File: config.mk
export PLATFORM = sky130hd
export DESIGN_NAME = lcd_cmd_port
export DESIGN_NICKNAME = d
export VERILOG_FILES = /design/src/rtl/lcd_cmd_pkg.sv /design/src/rtl/lcd_link_rx.sv /design/src/rtl/lcd_cfg_regs.sv /design/src/rtl/lcd_addr_ptr.sv /design/src/rtl/lcd_cmd_port.sv
export SDC_FILE = /design/constraint.sdc
export NUM_CORES = 1
export LEC_CHECK = 0
export BUFFER_PORTS_ARGS = -buffer_cell sky130_fd_sc_hd__buf_2
export CORE_UTILIZATION = 63
export DETAILED_ROUTE_END_ITERATION = 6
export PLACE_DENSITY = 0.85
export SLEW_MARGIN = 15
export SYNTH_ARGS = -nofsm -noshare
export SYNTH_HDL_FRONTEND = slang
export SYNTH_SLANG_ARGS = --single-unit
File: constraint.sdc
create_clock -name clk -period 8.5 [get_ports clk]
set_input_delay 2.55 -clock clk [delete_from_list [all_inputs] [get_ports clk]]
set_output_delay 2.55 -clock clk [all_outputs]
set_load 0.005 [all_outputs]
File: src/rtl/lcd_cmd_pkg.sv
package lcd_cmd_pkg;

    localparam int BYTE_W      = 8;
    localparam int ADDR_W      = 5;
    localparam int LIM_2WAY    = 14;
    localparam int LIM_3WAY    = 19;
    localparam int LIM_4WAY    = 29;
    localparam int FOLD_STEPS  = 2;

    typedef enum logic [1:0] {
        OP_MODE = 2'b00,
        OP_DSET = 2'b01,
        OP_STAT = 2'b10,
        OP_ADDR = 2'b11
    } op_e;

    typedef struct packed {
        logic [1:0] duty;
        logic [1:0] frame_div;
    } mode_cfg_t;

    typedef struct packed {
        logic       latch_on_data;
        logic       hold_addr;
        logic [1:0] wr_mode;
    } dset_cfg_t;

    typedef struct packed {
        logic [1:0] test_sel;
        logic       int_bias;
        logic       clr_addr;
        logic       latch_every;
        logic       disp_on;
    } stat_cfg_t;

    function automatic logic [ADDR_W-1:0] duty_limit(input logic [1:0] duty);
        case (duty)
            2'b10:   return ADDR_W'(LIM_3WAY);
            2'b11:   return ADDR_W'(LIM_4WAY);
            default: return ADDR_W'(LIM_2WAY);
        endcase
    endfunction

    // Reduce an address into 0..lim by repeated subtraction of (lim+1).
    function automatic logic [ADDR_W-1:0] fold_addr(input logic [ADDR_W-1:0] a,
                                                    input logic [ADDR_W-1:0] lim);
        logic [ADDR_W:0] r;
        logic [ADDR_W:0] span;
        r    = {1'b0, a};
        span = {1'b0, lim} + 1'b1;
        for (int i = 0; i < FOLD_STEPS; i++) begin
            if (r > {1'b0, lim}) r = r - span;
        end
        return r[ADDR_W-1:0];
    endfunction

endpackage

File: src/rtl/lcd_link_rx.sv
module lcd_link_rx
    import lcd_cmd_pkg::*;
#(
    parameter int W = BYTE_W
) (
    input  logic         clk,
    input  logic         rst,
    input  logic         ser_stb,
    input  logic         ser_sck,
    input  logic         ser_sdi,
    output logic         byte_vld,
    output logic         byte_is_cmd,
    output logic [W-1:0] byte_data,
    output logic         stb_rise,
    output logic         stb_fall
);
    localparam int CNT_W = $clog2(W);

    logic             stb_q;
    logic             sck_q;
    logic [CNT_W-1:0] bit_cnt;
    logic [W-1:0]     shreg;
    logic             first_pend;
    logic             fall_c;
    logic             rise_c;
    logic             sck_up_c;

    assign fall_c   = stb_q & ~ser_stb;
    assign rise_c   = ~stb_q & ser_stb;
    assign sck_up_c = ser_sck & ~sck_q & ~ser_stb;

    always_ff @(posedge clk) begin
        if (rst) begin
            stb_q       <= 1'b1;
            sck_q       <= 1'b0;
            bit_cnt     <= '0;
            shreg       <= '0;
            first_pend  <= 1'b0;
            byte_vld    <= 1'b0;
            byte_is_cmd <= 1'b0;
            byte_data   <= '0;
            stb_rise    <= 1'b0;
            stb_fall    <= 1'b0;
        end else begin
            stb_q    <= ser_stb;
            sck_q    <= ser_sck;
            stb_rise <= rise_c;
            stb_fall <= fall_c;
            byte_vld <= 1'b0;
            if (ser_stb) begin
                bit_cnt <= '0;
            end else if (fall_c) begin
                bit_cnt    <= '0;
                first_pend <= 1'b1;
            end else if (sck_up_c) begin
                shreg <= {shreg[W-2:0], ser_sdi};
                if (bit_cnt == CNT_W'(W - 1)) begin
                    bit_cnt     <= '0;
                    byte_vld    <= 1'b1;
                    byte_data   <= {shreg[W-2:0], ser_sdi};
                    byte_is_cmd <= first_pend;
                    first_pend  <= 1'b0;
                end else begin
                    bit_cnt <= bit_cnt + 1'b1;
                end
            end
        end
    end

    // no byte completes from an edge at which the strobe is high
    p_idle_quiet_r1: assert property (@(posedge clk) disable iff (rst)
        ser_stb |=> !byte_vld);

    // edge pulses last a single cycle
    p_rise_single_r11: assert property (@(posedge clk) disable iff (rst)
        stb_rise |=> !stb_rise);
    p_fall_single_r11: assert property (@(posedge clk) disable iff (rst)
        stb_fall |=> !stb_fall);

endmodule

File: src/rtl/lcd_cfg_regs.sv
module lcd_cfg_regs
    import lcd_cmd_pkg::*;
(
    input  logic              clk,
    input  logic              rst,
    input  logic              byte_vld,
    input  logic              byte_is_cmd,
    input  logic [BYTE_W-1:0] byte_data,
    output mode_cfg_t         mode_q,
    output dset_cfg_t         dset_q,
    output stat_cfg_t         stat_q,
    output logic              addr_load,
    output logic [ADDR_W-1:0] addr_val
);
    logic cmd_c;
    op_e  op_c;

    assign cmd_c     = byte_vld & byte_is_cmd;
    assign op_c      = op_e'(byte_data[7:6]);
    assign addr_load = cmd_c && (op_c == OP_ADDR);
    assign addr_val  = byte_data[ADDR_W-1:0];

    always_ff @(posedge clk) begin
        if (rst) begin
            mode_q <= '0;
            dset_q <= '0;
            stat_q <= '0;
        end else if (cmd_c) begin
            case (op_c)
                OP_MODE: begin
                    mode_q.duty      <= byte_data[1:0];
                    mode_q.frame_div <= byte_data[3:2];
                end
                OP_DSET: begin
                    dset_q.latch_on_data <= byte_data[3];
                    dset_q.hold_addr     <= byte_data[2];
                    dset_q.wr_mode       <= byte_data[1:0];
                end
                OP_STAT: begin
                    stat_q.test_sel    <= byte_data[5:4];
                    stat_q.int_bias    <= byte_data[3];
                    stat_q.clr_addr    <= byte_data[2];
                    stat_q.latch_every <= byte_data[1];
                    stat_q.disp_on     <= byte_data[0];
                end
                default: ;
            endcase
        end
    end

    // each register group moves only on its own command kind
    p_mode_only_r3: assert property (@(posedge clk) disable iff (rst)
        !(cmd_c && byte_data[7:6] == 2'b00) |=> $stable(mode_q));
    p_dset_only_r3: assert property (@(posedge clk) disable iff (rst)
        !(cmd_c && byte_data[7:6] == 2'b01) |=> $stable(dset_q));
    p_stat_only_r3: assert property (@(posedge clk) disable iff (rst)
        !(cmd_c && byte_data[7:6] == 2'b10) |=> $stable(stat_q));

    // display enable follows bit 0 of a status command
    p_disp_load_r6: assert property (@(posedge clk) disable iff (rst)
        (cmd_c && byte_data[7:6] == 2'b10) |=> (stat_q.disp_on == $past(byte_data[0])));

endmodule

File: src/rtl/lcd_addr_ptr.sv
module lcd_addr_ptr
    import lcd_cmd_pkg::*;
(
    input  logic              clk,
    input  logic              rst,
    input  logic              addr_load,
    input  logic [ADDR_W-1:0] addr_val,
    input  logic              data_vld,
    input  logic              wr_ok,
    input  logic              hold,
    input  logic [1:0]        duty,
    input  logic              clr_en,
    input  logic              stb_rise,
    output logic              do_write,
    output logic [ADDR_W-1:0] eff_addr,
    output logic [ADDR_W-1:0] ptr_q
);
    logic [ADDR_W-1:0] lim_c;
    logic              wrote_q;

    assign lim_c    = duty_limit(duty);
    assign eff_addr = fold_addr(ptr_q, lim_c);
    assign do_write = data_vld & wr_ok;

    always_ff @(posedge clk) begin
        if (rst) begin
            ptr_q   <= '0;
            wrote_q <= 1'b0;
        end else if (stb_rise) begin
            if (clr_en && wrote_q) ptr_q <= '0;
            wrote_q <= 1'b0;
        end else if (addr_load) begin
            ptr_q <= addr_val;
        end else if (do_write) begin
            wrote_q <= 1'b1;
            if (!hold) ptr_q <= (eff_addr == lim_c) ? '0 : eff_addr + 1'b1;
        end
    end

    // a closing strobe edge after a write clears the pointer when enabled
    p_clr_after_write_r9: assert property (@(posedge clk) disable iff (rst)
        (stb_rise && clr_en && wrote_q) |=> (ptr_q == '0));

    // hold mode leaves the pointer where it was
    p_hold_keeps_r8: assert property (@(posedge clk) disable iff (rst)
        (do_write && hold && !addr_load && !stb_rise) |=> $stable(ptr_q));

endmodule

File: src/rtl/lcd_cmd_port.sv
module lcd_cmd_port
    import lcd_cmd_pkg::*;
(
    input  logic              clk,
    input  logic              rst,
    input  logic              ser_stb,
    input  logic              ser_sck,
    input  logic              ser_sdi,
    output logic              ram_we,
    output logic [ADDR_W-1:0] ram_addr,
    output logic [BYTE_W-1:0] ram_wdata,
    output logic [1:0]        duty_code,
    output logic [1:0]        frame_div,
    output logic              latch_on_data,
    output logic              addr_hold,
    output logic [1:0]        wr_mode,
    output logic [1:0]        test_sel,
    output logic              int_bias,
    output logic              clr_addr_en,
    output logic              latch_every,
    output logic              disp_on,
    output logic              stb_rise_evt,
    output logic              stb_fall_evt
);
    logic              byte_vld;
    logic              byte_is_cmd;
    logic [BYTE_W-1:0] byte_data;
    mode_cfg_t         mode_q;
    dset_cfg_t         dset_q;
    stat_cfg_t         stat_q;
    logic              addr_load;
    logic [ADDR_W-1:0] addr_val;
    logic              do_write;
    logic [ADDR_W-1:0] eff_addr;
    logic [ADDR_W-1:0] ptr_now;

    lcd_link_rx #(.W(BYTE_W)) u_rx (
        .clk         (clk),
        .rst         (rst),
        .ser_stb     (ser_stb),
        .ser_sck     (ser_sck),
        .ser_sdi     (ser_sdi),
        .byte_vld    (byte_vld),
        .byte_is_cmd (byte_is_cmd),
        .byte_data   (byte_data),
        .stb_rise    (stb_rise_evt),
        .stb_fall    (stb_fall_evt)
    );

    lcd_cfg_regs u_cfg (
        .clk         (clk),
        .rst         (rst),
        .byte_vld    (byte_vld),
        .byte_is_cmd (byte_is_cmd),
        .byte_data   (byte_data),
        .mode_q      (mode_q),
        .dset_q      (dset_q),
        .stat_q      (stat_q),
        .addr_load   (addr_load),
        .addr_val    (addr_val)
    );

    lcd_addr_ptr u_ptr (
        .clk       (clk),
        .rst       (rst),
        .addr_load (addr_load),
        .addr_val  (addr_val),
        .data_vld  (byte_vld & ~byte_is_cmd),
        .wr_ok     (~dset_q.wr_mode[1]),
        .hold      (dset_q.hold_addr),
        .duty      (mode_q.duty),
        .clr_en    (stat_q.clr_addr),
        .stb_rise  (stb_rise_evt),
        .do_write  (do_write),
        .eff_addr  (eff_addr),
        .ptr_q     (ptr_now)
    );

    always_ff @(posedge clk) begin
        if (rst) begin
            ram_we    <= 1'b0;
            ram_addr  <= '0;
            ram_wdata <= '0;
        end else begin
            ram_we <= do_write;
            if (do_write) begin
                ram_addr  <= eff_addr;
                ram_wdata <= byte_data;
            end
        end
    end

    assign duty_code     = mode_q.duty;
    assign frame_div     = mode_q.frame_div;
    assign latch_on_data = dset_q.latch_on_data;
    assign addr_hold     = dset_q.hold_addr;
    assign wr_mode       = dset_q.wr_mode;
    assign test_sel      = stat_q.test_sel;
    assign int_bias      = stat_q.int_bias;
    assign clr_addr_en   = stat_q.clr_addr;
    assign latch_every   = stat_q.latch_every;
    assign disp_on       = stat_q.disp_on;

    // written addresses stay inside the current limit
    p_addr_in_range_r7: assert property (@(posedge clk) disable iff (rst)
        ram_we |-> (ram_addr <= duty_limit(duty_code)));

    // after a write in increment mode the pointer is the next address or wraps
    p_autoinc_r8: assert property (@(posedge clk) disable iff (rst)
        (ram_we && !addr_hold) |->
            (ptr_now == ((ram_addr == duty_limit(duty_code)) ? '0 : ram_addr + 1'b1)));

    // prohibited write modes never produce a write
    p_no_prohibited_write_r5: assert property (@(posedge clk) disable iff (rst)
        ram_we |-> !wr_mode[1]);

    // the two edge pulses never coincide
    p_edges_apart_r11: assert property (@(posedge clk) disable iff (rst)
        $onehot0({stb_rise_evt, stb_fall_evt}));

endmodule

# Word level (Yosys, flattened, before mapping)
# Cells that the tools add are included.
totals:
  register_bits: 59
  input_bits: 5
  elab_cells: 87
classes:
  add_sub_neg: 5
  order_cmp: 2
  n_eq_ne: 9
  muxes: 14
  bitwise_logic: 15
  n_reduce_logical: 17
op_table:
  columns: ["operator", "n"]
  rows:
  - ["$mux 5", 7]
  - ["$pmux 5 s2", 1]
  - ["$reduce_and 3->1", 3]
  - ["$eq 2x2->1 const B", 4]
  - ["$not 1->1", 8]
  - ["$reduce_and 2->1", 4]
  - ["$and 1x1->1", 7]
  - ["$add 5x1->6 const B", 1]
  - ["$gt 6x5->1", 1]
  - ["$mux 6", 1]
  - ["$sub 5x6->6", 1]
  - ["$add 5x1->5 const B", 1]
  - ["$eq 5x5->1", 1]
  - ["$gt 5x5->1", 1]
  - ["$sub 5x5->5", 1]
  - ["$mux 1", 4]
  - ["$reduce_and 4->1", 1]
  - ["$reduce_bool 2->1", 2]
  - ["$reduce_or 4->1", 1]
  - ["$add 3x1->3 const B", 1]
  - ["$eq 3x3->1 const B", 1]
  - ["$mux 3", 1]
  - ["$ne 3x3->1 const B", 1]
  - ["$reduce_bool 3->1", 1]
  - ["other kinds (6)", 7]

# Depth between registers and ports, before layout
# Gate-level depths: netlist of the first run.
logic_depth:
  word_depth: 13
  depth_mapped: 24

# By module
# Synthesis of the first run repeated with hierarchy kept, for this count alone.
hier_totals:
  hier_cells: 410
  area_unflattened_um2: 3838.7
modules_own_cells:
  columns: ["module", "n_inst", "cells_per_inst", "area_each_um2"]
  rows:
  - ["lcd_addr_ptr", 1, 203, 1597.8]
  - ["lcd_link_rx", 1, 98, 1067.3]
  - ["lcd_cfg_regs", 1, 63, 661.9]
  - ["lcd_cmd_port", 1, 46, 511.7]

# Worst setup path before layout of the first run
# Ideal clock, no wire load.
synth_timing:
  path_type: "register -> register"
  start: "register, netlist name u_cfg.mode_q[3]"
  end: "register u_ptr.ptr_q[4]"
  setup_ns: 0.086
  arrival_ns: 5.173
  path_slack_ns: 3.240
  stages_incl_launch_ff: 25
  cell_sequence: "dfxtp_1 -> nand2_1 -> ha_1 -> inv_1 -> ha_1 -> nand2b_1 -> nand3_1 -> a31o_4 -> a21o_1 -> buf_6 -> a21oi_1 -> inv_1 -> ha_1 -> and2_1 -> a221o_1 -> nand3_1 -> a21oi_1 -> a2111oi_4 -> buf_6 -> mux2_1 -> ha_1 -> nand4_1 -> o21ai_0 -> o31a_1 -> a221oi_2"
synth_via:
  elab_chain_cells: 13
  word_cells_on_any_way: 17
synth_lines:
  columns: ["item", "line_no", "source"]
  rows:
  - ["$eq 2x2->1", "lcd_cmd_pkg.sv:37", "case (duty)"]
  - ["$pmux 5 s2 (*)", "lcd_cmd_pkg.sv:37", null]
  - ["$add 5x1->6", "lcd_cmd_pkg.sv:50", "span = {1'b0, lim} + 1'b1;"]
  - ["$sub 5x6->6", "lcd_cmd_pkg.sv:52", "if (r > {1'b0, lim}) r = r - span;"]
  - ["$mux 6", "lcd_cmd_pkg.sv:52", null]
  - ["$sub 5x5->5 or $gt 6x5->1 (tied branches)", "lcd_cmd_pkg.sv:52", null]
  - ["$mux 5 (*)", "lcd_cmd_pkg.sv:52", null]
  - ["net eff_addr[1]", "lcd_cmd_port.sv:34", "logic [ADDR_W-1:0] eff_addr;"]
  - ["$add 5x1->5 or $eq 5x5->1 (tied branches)", "lcd_addr_ptr.sv:36", "if (!hold) ptr_q <= (eff_addr == lim_c) ? '0 : eff_addr + 1'b1;"]
  - ["$mux 5 (*) (2 in series)", "lcd_addr_ptr.sv:36", null]
  - ["$mux 5 (*)", "lcd_addr_ptr.sv:34", "end else if (do_write) begin"]
  - ["$mux 5 (*)", "lcd_addr_ptr.sv:32", "end else if (addr_load) begin"]
  - ["$mux 5 (*)", "lcd_addr_ptr.sv:29", "end else if (stb_rise) begin"]
  - ["to (signal assigned)", "lcd_addr_ptr.sv:33", "ptr_q <= addr_val;"]
  - ["to (signal assigned)", "lcd_addr_ptr.sv:36", null]
  - ["to (decl)", "lcd_addr_ptr.sv:16", "output logic [ADDR_W-1:0] ptr_q"]
# The timed path passes the listed nets; every way through them passes the cells marked *. The select of a mux whose other input is x is not followed.
# A chain may end at the register's enable or synchronous reset.

# Worst setup path after layout of the first run
layout_timing:
  start: "register, netlist name u_cfg.mode_q[3]"
  end: "register u_ptr.ptr_q[4]"
layout_via:
  elab_chain_cells: 13
  word_cells_on_any_way: 17
layout_lines:
  columns: ["item", "line_no"]
  rows:
  - ["$eq 2x2->1", "lcd_cmd_pkg.sv:37"]
  - ["$pmux 5 s2 (*)", "lcd_cmd_pkg.sv:37"]
  - ["$add 5x1->6", "lcd_cmd_pkg.sv:50"]
  - ["$sub 5x6->6", "lcd_cmd_pkg.sv:52"]
  - ["$mux 6", "lcd_cmd_pkg.sv:52"]
  - ["$sub 5x5->5 or $gt 6x5->1 (tied branches)", "lcd_cmd_pkg.sv:52"]
  - ["$mux 5 (*)", "lcd_cmd_pkg.sv:52"]
  - ["net eff_addr[0]", "lcd_cmd_port.sv:34"]
  - ["$add 5x1->5 or $eq 5x5->1 (tied branches)", "lcd_addr_ptr.sv:36"]
  - ["$mux 5 (*) (2 in series)", "lcd_addr_ptr.sv:36"]
  - ["$mux 5 (*)", "lcd_addr_ptr.sv:34"]
  - ["$mux 5 (*)", "lcd_addr_ptr.sv:32"]
  - ["$mux 5 (*)", "lcd_addr_ptr.sv:29"]
# Marked as above.

==> impl_metrics.yaml, run 1 <==
detailed_routing:
  ant_nets: 0
  drtIter0Drc: 181
  vias: 2975
  wirelength_microns: 7840
  wl_met3_microns: 439
  dr_wl_met2_microns: 3910
  via_per_inst: 5.95
  met1_length_microns: 3220
  top_layer_used: "met4"
  drc: 0
  drtPass1Iterations: 5
  wl_per_cell_microns: 15.7
timing:
  hold_viol_final: 0
  fmaxAchievable_mhz: 161
  worst_pin_slew_ns: 0.933
  hold_ws_ns: 0.455
  min_period_ns: 6.20
  maxSlewHeadroom_pct: 37.8
  timing.final.crit_share_pct: 73.0
  fin_worst_skew_ns: 0.00912
  fin_ws_ns: 2.30
  drv_slew: 0
  finalSetupViolCount: 0
  setup_tns_ns: 0
  rsz0062_at_grt: "no"
clocking:
  cts_setup_buffers: 0
  clock_latency_ns: 0.34
  ctsRootBufferMaster: "clkbuf_8"
  cts_resized: 0
  cts_made_buffers: 9
  cts.sink_count: 59
  cts_tree: "built"
  clk_pin_slew_ns: 0.07
  ctsHoldBuffers: 0
  htree_levels: 3
  clock_path_buffers: 2
setup_path:
  worstSetupPathType: "reg2reg"
  cp_common_cell: "ha_1"
  cp_max_fo: 13
  cpPeakStageDelay_ns: 0.79
  critPathLaunchType: "flop"
  crit_path_cell_trace: "nand2_1 -> ha_1 -> inv_1 -> ha_1 -> nand3b_1 -> a31o_4 -> a21o_1 -> a21oi_1 -> inv_1 -> ha_1 -> and2_1 -> a221o_1 -> nand3_1 -> a21oi_1 -> a2111oi_4 -> mux2i_1 -> ha_1 -> nand4_1 -> o21ai_0 -> o21ai_0 -> a221oi_2"
  worst_ep_arrival_time_ns: 6.45
  crit_slowest_cell: "a2111oi_4"
  worstRegToRegCells: 21
  endpoint_kind: "flop"
  crit_required_ns: 8.75
global_routing:
  grt_antenna_before_repair: 0
  grtUsageTotal_pct: 29.0
  grt_max_degree: 55
  grt_pass1_vias: 2693
  grt_pass1_wl_microns: 12000
  gr-total-overflow: 0
synth:
  synthDistinctLibCells: 59
  syn_avg_cell_area_sq_um: 8.38
  async_reset_ff_share_pct: 0
  syn_inst: 395
  yosysWarnings: 0
  synth_ff_type: "dfxtp_1"
  synth_edf_count: 0
  synth_nets: 422
  synth-seq-cells: 59
  synth_area_sq_um: 3310
  synth.yosys.seq_area_share_pct: 35.7
placement:
  port_buffers: 34
  dpl.hpwl_microns: 5400
  place_ws_ns: 2.45
  gp_congestion: 0.895
floorplan:
  design.core.area_sq_um: 5070
  die_area_sq_um: 5550
  initial_core_util_pct: 65.2
  die_y_microns: 74.5
  io_pins: 35
  die_width_microns: 74.5
  rows: 26
layout:
  diodes: 0
  area_growth_pct: 11.5
  layout_common_cells: "nand2_1, dfxtp_1, a21oi_1"
  drive_gt1_share_pct: 14.9
  fillCellCount: 408
  nets: 452
  final_common_cell: "nand2_1"
hold_path:
  hold_depth: 2
  hold_path_class: "reg2reg"
status:
  status: "complete, no violations"
power_and_ir_drop:
  p_leak_nw: 1.65
  p_per_area_nw_per_um2: 147
  ir_drop_mv: 0.144
  p_total_mw: 0.542
job:
  cap_violations: 0
[state kept, by name (all words and copies together) (netlist names)]
name,cells
ram_addr,5
u_rx.stb_fall,1
u_rx.sck_q,1
u_cfg.stat_q,6
u_rx.byte_is_cmd,1
u_rx.first_pend,1
u_ptr.wrote_q,1
u_rx.stb_rise,1
u_rx.bit_cnt,3
ram_wdata,8
u_rx.byte_vld,1
u_rx.stb_q,1
u_rx.shreg,7
ram_we,1
u_cfg.mode_q,4
u_cfg.dset_q,4
u_ptr.ptr_q,5
u_rx.byte_data,8
[kinds of logic (layout without fill, tap and decap cells)]
| kind of cell | Yosys count | count (layout) | synth area share [%] |
|---|---|---|---|
| muxes | 25 | 25 | 7.75 |
| xor gates and xnor gates | 13 | 13 | 3.67 |
| AOI/OAI and AO/OA | 84 | 84 | 17.5 |
| DFF | 59 | 59 | 35.7 |
| and+or+nand+nor | 163 | 163 | 22.8 |
| buffers and inverters | 29 | 64 | 3.82 |
| adders and majority gates | 22 | 22 | 8.77 |
[area by class of cell]
| type | count | area (sq um) | share of cell area (%) |
|---|---|---|---|
| multi-input cells | 307 | 2000 | 54.3 |
| flip-flops and latches | 59 | 1180 | 32.0 |
| repair buffers | 35 | 178 | 4.81 |
| clock buffers | 11 | 141 | 3.83 |
| well taps | 70 | 87.6 | 2.37 |
| clock inverters | 5 | 52.6 | 1.42 |
| inverters | 13 | 48.8 | 1.32 |
[per-stage QoR]
stage / utilization [%] / std cells / cell area, sq um
2_1_floorplan: - / 395 / 3310
3_3_place_gp: 68.9 / 484 / 3500
3_5_place_dp: 68.9 / 484 / 3500
4_1_cts: 72.8 / 500 / 3690
5_1_grt: 72.8 / 500 / 3690
6_report: 72.8 / 500 / 3690
[Yosys cell counts (all sizes together) (6+ instances only)]
master	n	share of area [%]
ha	20	7.6
nand4	6	1.1
and2	6	1.1
dfxtp	59	36
xor2	7	2.1
mux2i	23	7.0
xnor2	6	1.6
nor3	7	1.1
o21ai	7	1.1
clkbuf	12	1.4
inv	13	1.5
a21oi	41	6.3
nand3	15	2.3
nor2	38	4.3
a21o	6	1.4
nand2	67	7.6
[worst max-delay path: cells and delay by family, from the launching register on]
family | cells | cell delay (ns)
AND/OR/NAND/NOR | 5 | 0.87
flip-flops | 1 | 0.37
buffers and inverters | 2 | 0.23
adder cells (fa/ha/maj) | 4 | 1.23
multiplexers | 1 | 0.37
AO/OA/AOI/OAI | 9 | 3.04
[routing by layer]
layer  global-route usage [%]  vias to the layer above
li1                         -                     1453
met1                     33.9                     1397
met2                     49.0                       98
met3                     7.32                       27
met4                     14.9                        0
met5                        0                        -
[worst paths after layout]
check                       start             end  slack, ns
setup / recovery  u_cfg.mode_q[3]  u_ptr.ptr_q[4]       2.30
hold / removal       ram_wdata[4]    ram_wdata[4]       0.45
setup reg to reg  u_cfg.mode_q[3]  u_ptr.ptr_q[4]       2.30
hold reg to reg      ram_wdata[4]    ram_wdata[4]       0.45
[report_power, final]
group	total (mW)	switching (mW)	internal, mW	leakage (nW)
Combinational	0.00944	0.00692	0.00252	1.08
Sequential	0.279	0.000987	0.278	0.476
Clock	0.253	0.112	0.142	0.0991
Total	0.542	0.119	0.422	1.65
Note: power is estimated with default switching activity, not from simulation.
==> run 2, diff against run 1 <==
--- a/config.mk
+++ b/config.mk
@@ -5,10 +5,11 @@
 export SDC_FILE = /design/constraint.sdc
 export NUM_CORES = 1
 export LEC_CHECK = 0
+export ABC_AREA = 1
 export BUFFER_PORTS_ARGS = -buffer_cell sky130_fd_sc_hd__buf_2
-export CORE_UTILIZATION = 63
+export CORE_UTILIZATION = 53
 export DETAILED_ROUTE_END_ITERATION = 6
-export PLACE_DENSITY = 0.85
+export PLACE_DENSITY = 0.76
 export SLEW_MARGIN = 15
 export SYNTH_ARGS = -nofsm -noshare
 export SYNTH_HDL_FRONTEND = slang
==> constraint.sdc (replaced) <==
create_clock -name clk -period 5.5 [get_ports clk]
set_input_delay 1.65 -clock clk [delete_from_list [all_inputs] [get_ports clk]]
set_output_delay 1.65 -clock clk [all_outputs]
set_load 0.005 [all_outputs]
==> impl_metrics.yaml, run 2 <==
clocking:
  ctsHoldBuffers: 0
  clock_latency_ns: 0.34
  cts_tree: "built"
  htree_levels: 3
  cts_resized: 0
  cts.sink_count: 59
  cts_made_buffers: 9
  cts_setup_buffers: 0
  clk_pin_slew_ns: 0.06
  ctsRootBufferMaster: "clkbuf_8"
  clock_path_buffers: 2
setup_path:
  crit_slowest_cell: "dfxtp_1"
  worst-path-buf-inv: 4
  startpoint: "u_cfg.mode_q[3]"
  rrSetupSlack_ns: 0.91
  cp_top_family: "compound AO/OA/AOI/OAI gates"
  crit_required_ns: 5.76
  timing.rr.start: "u_cfg.mode_q[3]"
  r2r-end: "u_ptr.ptr_q[4]"
  cpPeakStageDelay_ns: 0.45
  worst_ep_arrival_time_ns: 4.85
  cp_max_fo: 10
  endpoint_kind: "flop"
  critPathLaunchType: "flop"
  worstRegToRegCells: 27
  worstSetupPathType: "reg2reg"
detailed_routing:
  wl_per_cell_microns: 13.6
  vias: 2879
  drtIter0Drc: 226
  wirelength_microns: 7360
  via_per_inst: 5.33
  drc: 0
  ant_nets: 0
  drtPass1Iterations: 4
timing:
  fmaxAchievable_mhz: 218
  fin_worst_skew_ns: 0.00928
  finalSetupViolCount: 0
  timing.final.crit_share_pct: 83.4
  min_period_ns: 4.59
  rsz0062_at_grt: "no"
  worst_pin_slew_ns: 1.07
  hold_viol_final: 0
  maxSlewHeadroom_pct: 28.3
  drv_slew: 0
  setup_tns_ns: 0
floorplan:
  io_pins: 35
  die_y_microns: 78.7
  rows: 27
  design.core.area_sq_um: 5610
  die_area_sq_um: 6200
  die_width_microns: 78.7
  initial_core_util_pct: 55.7
placement:
  dpl.hpwl_microns: 5370
  gp_congestion: 0.939
  port_buffers: 34
global_routing:
  grt_pass1_wl_microns: 12400
  grt_antenna_before_repair: 0
  grt_max_degree: 38
  grtUsageTotal_pct: 25.8
  grt_pass1_vias: 2740
  gr-total-overflow: 0
synth:
  synth_ff_type: "dfxtp_1"
  synth-seq-cells: 59
  yosysMostFrequentCell: "nand2_1"
  yosysWarnings: 0
  yosysTopAreaCell: "dfxtp_1"
  synth_edf_count: 0
  syn_avg_cell_area_sq_um: 7.28
  netlist.area_leader.share_pct: 37.8
  synthTopCellsByArea: "dfxtp_1, nand2_1, ha_1"
  async_reset_ff_share_pct: 0
  synth.yosys.seq_area_share_pct: 37.8
  synthDistinctLibCells: 34
  synth_area_sq_um: 3120
  synthTopCellsByCount: "nand2_1, dfxtp_1, inv_1, o21ai_0, a21oi_1"
  syn_inst: 429
  synth_nets: 456
power_and_ir_drop:
  p_per_area_nw_per_um2: 251
  p_total_mw: 0.894
  p_leak_nw: 1.78
  ir_drop_mv: 0.189
layout:
  layout_common_cells: "nand2_1, dfxtp_1, inv_1"
  drive_gt1_share_pct: 16.7
  diodes: 0
  final_common_cell: "nand2_1"
  top_regs: "ram_wdata x8, u_rx.byte_data x8, u_rx.shreg x7"
  nets: 491
  area_growth_pct: 14.1
hold_path:
  hold_depth: 1
  whs_endpoint: "u_rx.stb_rise"
  hold_path_class: "reg2reg"
  hp-start: "u_rx.stb_q"
job:
  cap_violations: 0
status:
  status: "complete, no violations"
-- run 2: changes by cell type after synthesis, moves of 5 or more --
cell	before	now
nand2_1	67	87
o21ai_0	4	45
and2_1	6	0
mux2i_1	23	0
xnor2_1	6	1
inv_2	1	6
nand2_2	0	12
nand3_1	15	20
inv_1	12	48
-- run 2: through the flow --
stage / hold slack, ns / utilization (%) / cell area (sq um) / setup slack [ns] / cells
2_1_floorplan: 0.426 / - / 3120 / 1.66 / 429
3_3_place_gp: 0.446 / 59.5 / 3340 / 1.05 / 525
3_5_place_dp: 0.451 / 59.5 / 3340 / 0.911 / 525
4_1_cts: 0.466 / 63.5 / 3560 / 0.893 / 540
5_1_grt: 0.493 / 63.5 / 3560 / 0.481 / 540
6_report: 0.460 / 63.5 / 3560 / 0.914 / 540
-- run 2: per-layer routing --
layer | part of all wire, % | global-route usage, % | vias to the layer above | wire length (microns)
met4 | 0.80 | 11.1 | 0 | 59
met2 | 50 | 43.9 | 78 | 3670
li1 | - | - | 1487 | -
met5 | 0 | 0 | - | 0
met3 | 4.7 | 5.75 | 6 | 348
met1 | 45 | 31.2 | 1308 | 3280
-- run 2: how the worst max path moves through the flow --
stage	to	slack (ns)	cells after the start
floorplan	u_ptr.ptr_q[4]	1.66	29
global placement	u_ptr.ptr_q[4]	1.05	27
detailed placement	u_ptr.ptr_q[4]	0.91	27
CTS	u_ptr.ptr_q[4]	0.89	27
global route	u_ptr.ptr_q[4]	0.48	27
finish	u_ptr.ptr_q[4]	0.91	27
-- run 2: cell families (layout without fill, tap and decap cells) --
| logic type | Yosys count | count (layout) | share of synthesized area (%) |
|---|---|---|---|
| flip-flops | 59 | 59 | 37.8 |
| XOR/XNOR | 5 | 5 | 1.40 |
| AO/OA/AOI/OAI | 102 | 102 | 17.7 |
| adder cells (fa/ha/maj) | 22 | 22 | 9.30 |
| buffers and inverters | 64 | 103 | 7.94 |
| AND/OR/NAND/NOR | 177 | 177 | 25.9 |
-- run 2: layout make-up --
| class | instances | area [sq um] |
|---|---|---|
| Clock inverter | 4 | 73.8 |
| Inverter | 54 | 203 |
| Clock buffer | 11 | 151 |
| Timing Repair Buffer | 34 | 170 |
| Multi-Input combinational cell | 306 | 1690 |
| Fill cell | 506 | 2050 |
| Tap cell | 72 | 90.1 |
| Sequential cell | 59 | 1180 |
-- run 2: where the power goes --
group | total, mW | internal, mW | switching, mW
logic | 0.0154 | 0.00439 | 0.0110
clock network | 0.445 | 0.277 | 0.168
registers | 0.433 | 0.431 | 0.00209
